**config.mk**
```make
export PLATFORM = sky130hd
export DESIGN_NAME = video_shift_stage
export DESIGN_NICKNAME = d
export VERILOG_FILES = /design/src/rtl/vshift_pkg.sv /design/src/rtl/vshift_ctrl.sv /design/src/rtl/vshift_dp.sv /design/src/rtl/video_shift_stage.sv
export SDC_FILE = /design/constraint.sdc
export NUM_CORES = 1
export LEC_CHECK = 0
export BUFFER_PORTS_ARGS = -buffer_cell sky130_fd_sc_hd__buf_4
export CAP_MARGIN = 25
export CORE_MARGIN = 1
export CORE_UTILIZATION = 30
export DETAILED_ROUTE_END_ITERATION = 10
export HOLD_SLACK_MARGIN = 0.08
export PLACE_DENSITY_LB_ADDON = 0.15
export SYNTH_ARGS = -nofsm -noshare
export SYNTH_HDL_FRONTEND = slang
export SYNTH_SLANG_ARGS = --single-unit
```
**constraint.sdc**
```tcl
create_clock -name oscClk -period 1.1 [get_ports oscClk]
set_input_delay 0.055 -clock oscClk [delete_from_list [all_inputs] [get_ports oscClk]]
set_output_delay 0.055 -clock oscClk [all_outputs]
set_load 0.02 [all_outputs]
```
**src/rtl/vshift_pkg.sv**
```systemverilog
`timescale 1ns/1ps
package vshift_pkg;
  // Strobes passed from the timing control to the pixel datapath
  typedef struct packed {
    logic riseTick;  // this oscillator edge is a rising dot edge
    logic fallTick;  // this oscillator edge is a falling dot edge
    logic loadN;     // narrowed active-low load enable
  } dotStrobe_t;
endpackage

```
**src/rtl/vshift_ctrl.sv**
```systemverilog
`timescale 1ns/1ps
module vshift_ctrl
  import vshift_pkg::*;
#(
  parameter int DOT_DIV = 2
) (
  input  logic       oscClk,
  input  logic       rstN,
  input  logic       loadReq,
  output dotStrobe_t strb,
  output logic       dotClk
);
  localparam int CNT_W = (DOT_DIV > 2) ? $clog2(DOT_DIV) : 1;
  localparam int HALF  = DOT_DIV / 2;

  logic [CNT_W-1:0] phaseCnt;
  logic riseTick, fallTick;
  logic reqSeen, reqPrev;
  logic loadNarrowN;

  assign riseTick = (phaseCnt == '0);
  assign fallTick = (phaseCnt == CNT_W'(HALF));

  // oscillator divider
  always_ff @(posedge oscClk or negedge rstN) begin
    if (!rstN) begin
      phaseCnt <= '0;
    end else if (phaseCnt == CNT_W'(DOT_DIV - 1)) begin
      phaseCnt <= '0;
    end else begin
      phaseCnt <= phaseCnt + CNT_W'(1);
    end
  end

  always_ff @(posedge oscClk or negedge rstN) begin
    if (!rstN) begin
      dotClk <= 1'b0;
    end else if (riseTick) begin
      dotClk <= 1'b1;
    end else if (fallTick) begin
      dotClk <= 1'b0;
    end
  end

  // request sampled on the falling dot half, plus a copy one dot older
  always_ff @(posedge oscClk or negedge rstN) begin
    if (!rstN) begin
      reqSeen <= 1'b0;
      reqPrev <= 1'b0;
    end else if (fallTick) begin
      reqSeen <= loadReq;
      reqPrev <= reqSeen;
    end
  end

  // low for one dot after a fresh rise of the sampled request
  assign loadNarrowN = ~(reqSeen & ~reqPrev);

  assign strb.riseTick = riseTick;
  assign strb.fallTick = fallTick;
  assign strb.loadN    = loadNarrowN;

  assert_dot_rise_R1: assert property (@(posedge oscClk) disable iff (!rstN)
    riseTick |=> dotClk);
  assert_dot_fall_R1: assert property (@(posedge oscClk) disable iff (!rstN)
    fallTick |=> !dotClk);
  assert_load_settled_R3: assert property (@(posedge oscClk) disable iff (!rstN)
    riseTick |=> $stable(loadNarrowN));
  assert_one_dot_load_R4: assert property (@(posedge oscClk) disable iff (!rstN)
    (fallTick && !loadNarrowN) |=> loadNarrowN);
endmodule

```
**src/rtl/vshift_dp.sv**
```systemverilog
`timescale 1ns/1ps
module vshift_dp
  import vshift_pkg::*;
#(
  parameter int BYTE_W = 8
) (
  input  logic              oscClk,
  input  logic              rstN,
  input  dotStrobe_t        strb,
  input  logic [BYTE_W-1:0] pixByte,
  output logic              videoOut
);
  localparam int  MSB      = BYTE_W - 1;
  localparam logic FILL_BIT = 1'b0;

  logic [BYTE_W-1:0] shiftReg;

  always_ff @(posedge oscClk or negedge rstN) begin
    if (!rstN) begin
      shiftReg <= '0;
    end else if (strb.riseTick) begin
      if (!strb.loadN) begin
        shiftReg <= pixByte;
      end else begin
        shiftReg <= {shiftReg[MSB-1:0], FILL_BIT};
      end
    end
  end

  assign videoOut = shiftReg[MSB];

  assert_load_msb_R5: assert property (@(posedge oscClk) disable iff (!rstN)
    (strb.riseTick && !strb.loadN) |=> (videoOut == $past(pixByte[MSB])));
  assert_quiet_fall_R6: assert property (@(posedge oscClk) disable iff (!rstN)
    strb.fallTick |=> $stable(videoOut));
  assert_black_stays_R6: assert property (@(posedge oscClk) disable iff (!rstN)
    (strb.riseTick && strb.loadN && shiftReg == '0) |=> (shiftReg == '0));
endmodule

```
**src/rtl/video_shift_stage.sv**
```systemverilog
`timescale 1ns/1ps
module video_shift_stage
  import vshift_pkg::*;
#(
  parameter int DOT_DIV = 2,
  parameter int BYTE_W  = 8
) (
  input  logic              oscClk,
  input  logic              rstN,
  input  logic              loadReq,
  input  logic [BYTE_W-1:0] pixByte,
  output logic              dotClk,
  output logic              loadN,
  output logic              videoOut
);
  dotStrobe_t strb;

  vshift_ctrl #(.DOT_DIV(DOT_DIV)) uCtrl (
    .oscClk (oscClk),
    .rstN   (rstN),
    .loadReq(loadReq),
    .strb   (strb),
    .dotClk (dotClk)
  );

  vshift_dp #(.BYTE_W(BYTE_W)) uDp (
    .oscClk  (oscClk),
    .rstN    (rstN),
    .strb    (strb),
    .pixByte (pixByte),
    .videoOut(videoOut)
  );

  assign loadN = strb.loadN;
endmodule

```
== Yosys cells after proc, flatten, opt, wreduce, memory -nomap -nowiden ==
Index checks and enable logic that the tools add are counted.

* Bits in read-only memories: 0
* Logic and storage cells: 12
* Output and inout bits: 3
* Register bits: 12
* Memory bits (writable): 0
* Bits in latches: 0
* Memories kept: 0

* Magnitude comparators: 0
* Reduce and logical (&&, ||, !) cells: 0
* Multipliers: 0
* Bitwise operators: 3
* Equal/unequal tests: 0
* Div/mod/pow operators: 0
* Add/subtract/negate cells: 1
* Shift-type cells: 0
* Muxes and demuxes: 3

{| class="wikitable"
|+ Operators with widths
! operator !! count
|-
| $mux W8 || 1
|-
| $mux W1 || 2
|-
| $not A1 Y1 || 2
|-
| $add A1 B1 Y1 const B || 1
|-
| $and A1 B1 Y1 || 1
|}

== Logic depth before layout (Yosys ltp) ==
Gate-level depths: netlist of the first run.

* Word-level depth: 3
* Gate-level depth with buffers: 4
* Gate-level depth less buffers: 2

== By module ==
Synthesis of the first run repeated with hierarchy kept, for this count alone.

* Cells, all modules: 45
* Area, all modules: 508.0 um2

{| class="wikitable"
|+ By module, submodules not included
! module !! area an instance (um2) !! times used !! cells an instance
|-
| vshift_dp || 377.9 || 1 || 35
|-
| vshift_ctrl || 130.1 || 1 || 10
|}

== Worst setup path before layout of the first run ==
Ideal clock, no wire load.

* Path kind: reg-to-reg
* Start: register, netlist name uCtrl.dotClk
* End: register uDp.shiftReg[0]
* Setup time: 120 ps
* Stages on the path, launching flop included: 5
* Setup slack: -37 ps
* Arrival: 1017 ps
* Clock period less this slack: 1137 ps
* Path buffers: 2
* Path through: dfrtp_1 > buf_6 > buf_8 > inv_1 > a31o_1

{| class="wikitable"
|+ RTL lines
! what !! RTL line !! text
|-
| end signal, assigned || vshift_dp.sv:23 || <nowiki>shiftReg <= pixByte;</nowiki>
|-
| end signal, assigned || vshift_dp.sv:25 || <nowiki>shiftReg <= {shiftReg[MSB-1:0], FILL_BIT};</nowiki>
|-
| end, declared || vshift_dp.sv:16 || <nowiki>logic [BYTE_W-1:0] shiftReg;</nowiki>
|}

== Worst setup path after layout of the first run ==
* Start: register uCtrl.dotClk
* End: output dotClk

{| class="wikitable"
|+ RTL lines
! what !! RTL line !! text
|-
| start, declared || vshift_ctrl.sv:11 || <nowiki>output logic dotClk</nowiki>
|-
| start signal, assigned || vshift_ctrl.sv:37 || <nowiki>dotClk <= 1'b0;</nowiki>
|-
| start signal, assigned || vshift_ctrl.sv:39 || <nowiki>dotClk <= 1'b1;</nowiki>
|-
| start signal, assigned || vshift_ctrl.sv:41 || <nowiki>dotClk <= 1'b0;</nowiki>
|-
| end, declared || video_shift_stage.sv:12 || <nowiki>output logic dotClk,</nowiki>
|}

No word-level cell between the ends.

==> results of run 1 <==
-- layout make-up --
class                      count  area [sq um]  share of cell area [%]
clock buffer                   4          26.3                    3.13
inverter                       9          33.8                    4.03
multi-input combinational     26           218                    26.0
sequential                    11           280                    33.4
tap                           25          31.3                    3.73
timing repair buffer          27           249                    29.7
-- per-stage QoR --
stage          setup WS, ns  hold WS, ns  TNS [ns]  util [%]
2_1_floorplan        0.0279       -0.241         0         -
3_3_place_gp         0.0232      -0.0965         0      38.1
3_5_place_dp         0.0187       -0.100         0      38.1
4_1_cts           0.0000610       0.0807         0      46.0
5_1_grt             -0.0260       0.0979   -0.0721      48.0
6_report             0.0126       0.0850         0      48.0
-- Yosys cell counts --
master      n
buf_6       2
inv_1       9
buf_8       1
nor2b_4     1
nand2_1     7
o311ai_1    7
mux2_2      2
a31o_1      1
and2_1      1
nand4bb_1   7
dfrtp_1    11
-- state kept, by name (all words and copies together) (netlist names) --
register / count
uCtrl.reqSeen: 1
uDp.shiftReg: 8
uCtrl.dotClk: 1
uCtrl.reqPrev: 1
-- power breakdown --
group / switching, mW / total [mW] / internal, mW
registers: 0.0176 / 0.453 / 0.436
clock network: 0.139 / 0.279 / 0.140
logic: 0.0622 / 0.154 / 0.0915
-- critical path: stages, from the launching register on --
cell and delay (ns):
dfrtp_4 0.49, buf_12 0.15, buf_8 0.12
-- worst max-delay path by stage --
stage / endpoint / slack [ns] / cells past startpoint
global placement: uCtrl.reqSeen$_DFFE_PN0P_ / 0.02 / 1
floorplan: uDp.shiftReg[5]$_DFFE_PN0N_ / 0.03 / 3
detailed placement: uCtrl.reqSeen$_DFFE_PN0P_ / 0.02 / 1
global route: dotClk / -0.03 / 2
finish: dotClk / 0.01 / 2
CTS: dotClk / 0.00006 / 1
-- repair_timing --
action / CTS / global route
buffers inserted: 2 / 2
hold buffers: 9 / 0
endpoints found under the hold margin: 19 / 0
gates resized for setup: 3 / 2
setup endpoints to repair: 2 / 4
pin swaps: 0 / 0
-- cell families after synthesis --
group	count (synthesis)	share of synthesized area (%)
AND/OR/NAND/NOR	16	22.2
AO/OA/AOI/OAI	8	12.4
buffers and inverters	12	12.6
multiplexers	2	3.99
flip-flops	11	48.8
-- cell usage in the layout, fill, tap and decap left out, drive strengths merged --
cell type	netlist	routed
and2	1	1
nor2b	1	1
dlygate4sd3	0	9
mux2	2	2
nand4bb	7	7
inv	9	9
clkbuf	0	4
nand2	7	7
o311ai	7	7
buf	3	18
dfrtp	11	11
a31o	1	1
-- metal layers --
layer  GRT usage (%)  vias up  share of wire, %
li1                -      230                 -
met1            16.0      230                46
met2            22.9       13                48
met3            7.14        2               4.8
met4            3.64        0              0.49
met5               0        -                 0
==> results.cfg, run 1 <==
[grt]
antenna_found_initial = 0
grt-ovfl-total = 0
globalRouteTotalUtil_pct = 14.0
first_global_vias = 440
grt_max_degree = 27
grt_first_pass_wirelength_mm = 1.93

[run]
drv_cap = 0

[floorplanning]
num_rows = 15
core-area_sq_mm = 0.00175
dieHeight_um = 45.4
die_x_um = 45.4
boundaryPins = 14
start_util_pct = 32.3
die_area_sq_mm = 0.00206

[clock_tree]
clock_path_buffers = 2
cts_root_buf = clkbuf_4
clkSlewWorstSetupHoldPaths_ns = 0.07
cts.sinks = 11
clk_latency_ns = 0.27
cts_buffers = 3
h-tree-depth = 1
cts_tree = done

[place]
dp_cells = 85
placed_cell_area_sq_um = 664
hpwlAfterDp_um = 685
gp_congestion = 0.662
io_buffers = 13

[worst_hold_path]
hp-class = input pin to flop
hold_path_end = uDp.shiftReg[1]$_DFFE_PN0N_
min_from = pixByte[1]
holdPathStages = 3

[drt]
num_vias = 475
wl_per_cell_um = 12.0
antenna_left = 0
drc = 0
via_per_inst = 4.66
drt_iter0_markers = 9
dr.pass1.iters = 2
wl_mm = 1.22

[pwr]
p_leak_nw = 0.383
ir_worst_vdd_mv = 0.586
cellPowerDensity_mw_per_mm2 = 1060
power.total_uw = 886

[synthesis]
synth_nets = 60
ys_warn_count = 0
yosysTopAreaCell = dfrtp_1
synth_cells = 49
synth_seq_cells = 11
syn_area_sq_um = 564
synthDistinctLibCells = 11
yosys.area.top_type_share_pct = 48.8
syn_avg_cell_area_sq_um = 11.5
synth_area_leaders = dfrtp_1 (49%), nand4bb_1 (14%), o311ai_1 (11%)
ys_seq_area_share_pct = 48.8

[sta]
setup-violations-final = 0
finalHoldViolCount = 0
rsz0062_at_grt = yes
fmaxAchievable_ghz = 0.920
relSlewSlack_pct = 82.8
max_slew.worst_pin.slew_ns = 0.254
skew_ns = 0.000979
final.min_clock_period_ns = 1.09
period_share_pct = 98.9
drv_slew = 0

[critical_path]
rr_endpoint = uCtrl.reqSeen$_DFFE_PN0P_
regToRegStartpoint = uCtrl.dotClk$_DFF_PN0_
critPathKind = flop to output port
reg2reg_slack_ns = 0.03
crit_required_ns = 1.04
startpoint = uCtrl.dotClk$_DFF_PN0_
end_kind = output port
r2r_cells = 2
critPathArrivalTime_ns = 1.03
crit_path_max_fanout = 13
critPathLaunchType = flop

[layout]
syn2layout_area_growth_pct = 48.6
drive_above_1_share_pct = 33.8
num-nets-final = 89
final_area_sq_um = 838
finalNonFillerCells = 102
fill_cells = 187
insertedDiodeCount = 0

[status]
outcome = finished, final reports clean
No activity file was read; power rests on OpenSTA's default activity.
==> run 2, diff against run 1 <==
==> constraint.sdc (replaced) <==
create_clock -name oscClk -period 0.96 [get_ports oscClk]
set_input_delay 0.048 -clock oscClk [delete_from_list [all_inputs] [get_ports oscClk]]
set_output_delay 0.048 -clock oscClk [all_outputs]
set_load 0.02 [all_outputs]
==> results.cfg, run 2 (synthesized netlist as in run 1, its figures left out) <==
[sta]
rsz0062_at_grt = yes
drv_slew = 0
setup-violations-final = 11
setup_slack_ns = -0.0832
finalHoldViolCount = 0
relSlewSlack_pct = 85.1
skew_ns = 0.00279
setup_tns_ns = -0.617
fmaxAchievable_ghz = 0.959
final.min_clock_period_ns = 1.04
max_slew.worst_pin.slew_ns = 0.222
hold_slack_ns = 0.0909
period_share_pct = 109

[place]
gp_congestion = 0.673
io_buffers = 13
hpwlAfterDp_um = 756

[layout]
num-nets-final = 91
final_cell_mix = buf_4 (16), dfrtp_1 (9), buf_6 (8)
insertedDiodeCount = 0
largest_reg_flops = 8
syn2layout_area_growth_pct = 88.0
final_common_cell = buf_4
drive_above_1_share_pct = 62.0
top_register = uDp.shiftReg
final_core_util_pct = 60.8

[critical_path]
regToRegStartpoint = uCtrl.dotClk$_DFF_PN0_
path_cells = buf_6 -> and2_4 -> a31o_1
critPathLaunchType = flop
max_stage_delay_ns = 0.46
crit_path_max_fanout = 6
crit_slowest_cell = dfrtp_2
crit_required_ns = 1.12
cp_top_family = flip-flops
critPathArrivalTime_ns = 1.20
critPathKind = flop to flop
end_kind = flop
crit_buf_inv = 1
startpoint = uCtrl.dotClk$_DFF_PN0_

[drt]
wl_per_cell_um = 14.9
drc = 0
num_vias = 494
wl_mm = 1.55
antenna_left = 0
via_per_inst = 4.75
drt_iter0_markers = 6
dr.pass1.iters = 3

[pwr]
cellPowerDensity_mw_per_mm2 = 1050
p_leak_nw = 0.485
power.total_mw = 1.11
seqPwrFrac_pct = 46.9
p_int_uw = 808
clock_power_share_pct = 28.9
ir_worst_vdd_mv = 0.744
p_sw_uw = 305
pwr-share-comb_pct = 24.2
p_sw_share_pct = 27.4

[floorplanning]
dieHeight_um = 45.4
num_rows = 15
die_area_sq_mm = 0.00206
die_x_um = 45.4
start_util_pct = 32.3
core-area_sq_mm = 0.00175
boundaryPins = 14

[clock_tree]
cts_tree = done
clock_path_buffers = 2
cts_buffers = 3
clkSlewWorstSetupHoldPaths_ns = 0.07
clk_latency_ns = 0.27
cts_root_buf = clkbuf_4
h-tree-depth = 1
cts.sinks = 11

[grt]
grt-busiest-layer = met2
grtUsageMet1_pct = 18.0
grt_max_degree = 12
grtUsageMet2_pct = 30.1
globalRouteTotalUtil_pct = 16.7
grt-ovfl-total = 0
antenna_found_initial = 0
first_global_vias = 521
grt_first_pass_wirelength_mm = 2.31
use_met3_pct = 7.14

[run]
drv_cap = 0

[worst_hold_path]
min_from = pixByte[3]
hp-class = input pin to flop

[status]
outcome = finished, violations left
violations = setup timing
-- run 2: layout make-up --
class | instances | area, sq um
fill | 154 | 684
multi-input combinational | 26 | 432
sequential | 11 | 278
timing repair buffer | 29 | 260
inverter | 9 | 33.8
tap | 25 | 31.3
clock buffer | 4 | 26.3
-- run 2: tightest hold or removal path, stage by stage --
cell       delay [ns]
buf_4            0.08
nand4bb_1        0.11
o311ai_2         0.08
-- run 2: per-layer routing --
metal	wire length (um)	vias to the layer above	part of all wire, %
met4	9	0	0.58
li1	-	236	-
met3	70	2	4.5
met1	659	242	43
met5	0	-	0
met2	810	14	52
-- run 2: timing repair --
item,in CTS,in global routing
hold buffers,5,0
gates resized for setup,28,7
setup endpoints to repair,12,12
setup buffers,4,0
pin swaps,6,1
hold endpoints to repair,15,0
cloned,1,0
-- run 2: path summary, 6_finish.rpt --
| path | end | slack (ns) | cells after the start |
|---|---|---|---|
| worst max-delay path | uDp.shiftReg[0]$_DFFE_PN0N_ | -0.08 | 3 |
| worst min-delay path | uDp.shiftReg[3]$_DFFE_PN0N_ | 0.09 | 3 |
| worst max register to register | uDp.shiftReg[0]$_DFFE_PN0N_ | -0.08 | 3 |
| worst min register to register | uDp.shiftReg[3]$_DFFE_PN0N_ | 0.52 | 2 |
| max in group asynchronous | uCtrl.reqSeen$_DFFE_PN0P_ | 0.63 | 2 |
| min in group asynchronous | uDp.shiftReg[4]$_DFFE_PN0N_ | 0.15 | 2 |
-- run 2: power groups by stage --
stage	sequential, mW	clock, mW	combinational, mW
floorplan	0.535	0	0.0661
global placement	0.529	0	0.146
global route	0.526	0.353	0.287
CTS	0.522	0.337	0.226
finish	0.523	0.321	0.270
detailed placement	0.528	0	0.147
-- run 2: through the flow --
step	cells	setup slack, ns	area [sq um]
3_5_place_dp	90	-0.100	703
5_1_grt	104	-0.125	1060
4_1_cts	104	-0.0909	972
2_1_floorplan	49	-0.0799	567
6_report	104	-0.0832	1060
3_3_place_gp	90	-0.0924	703
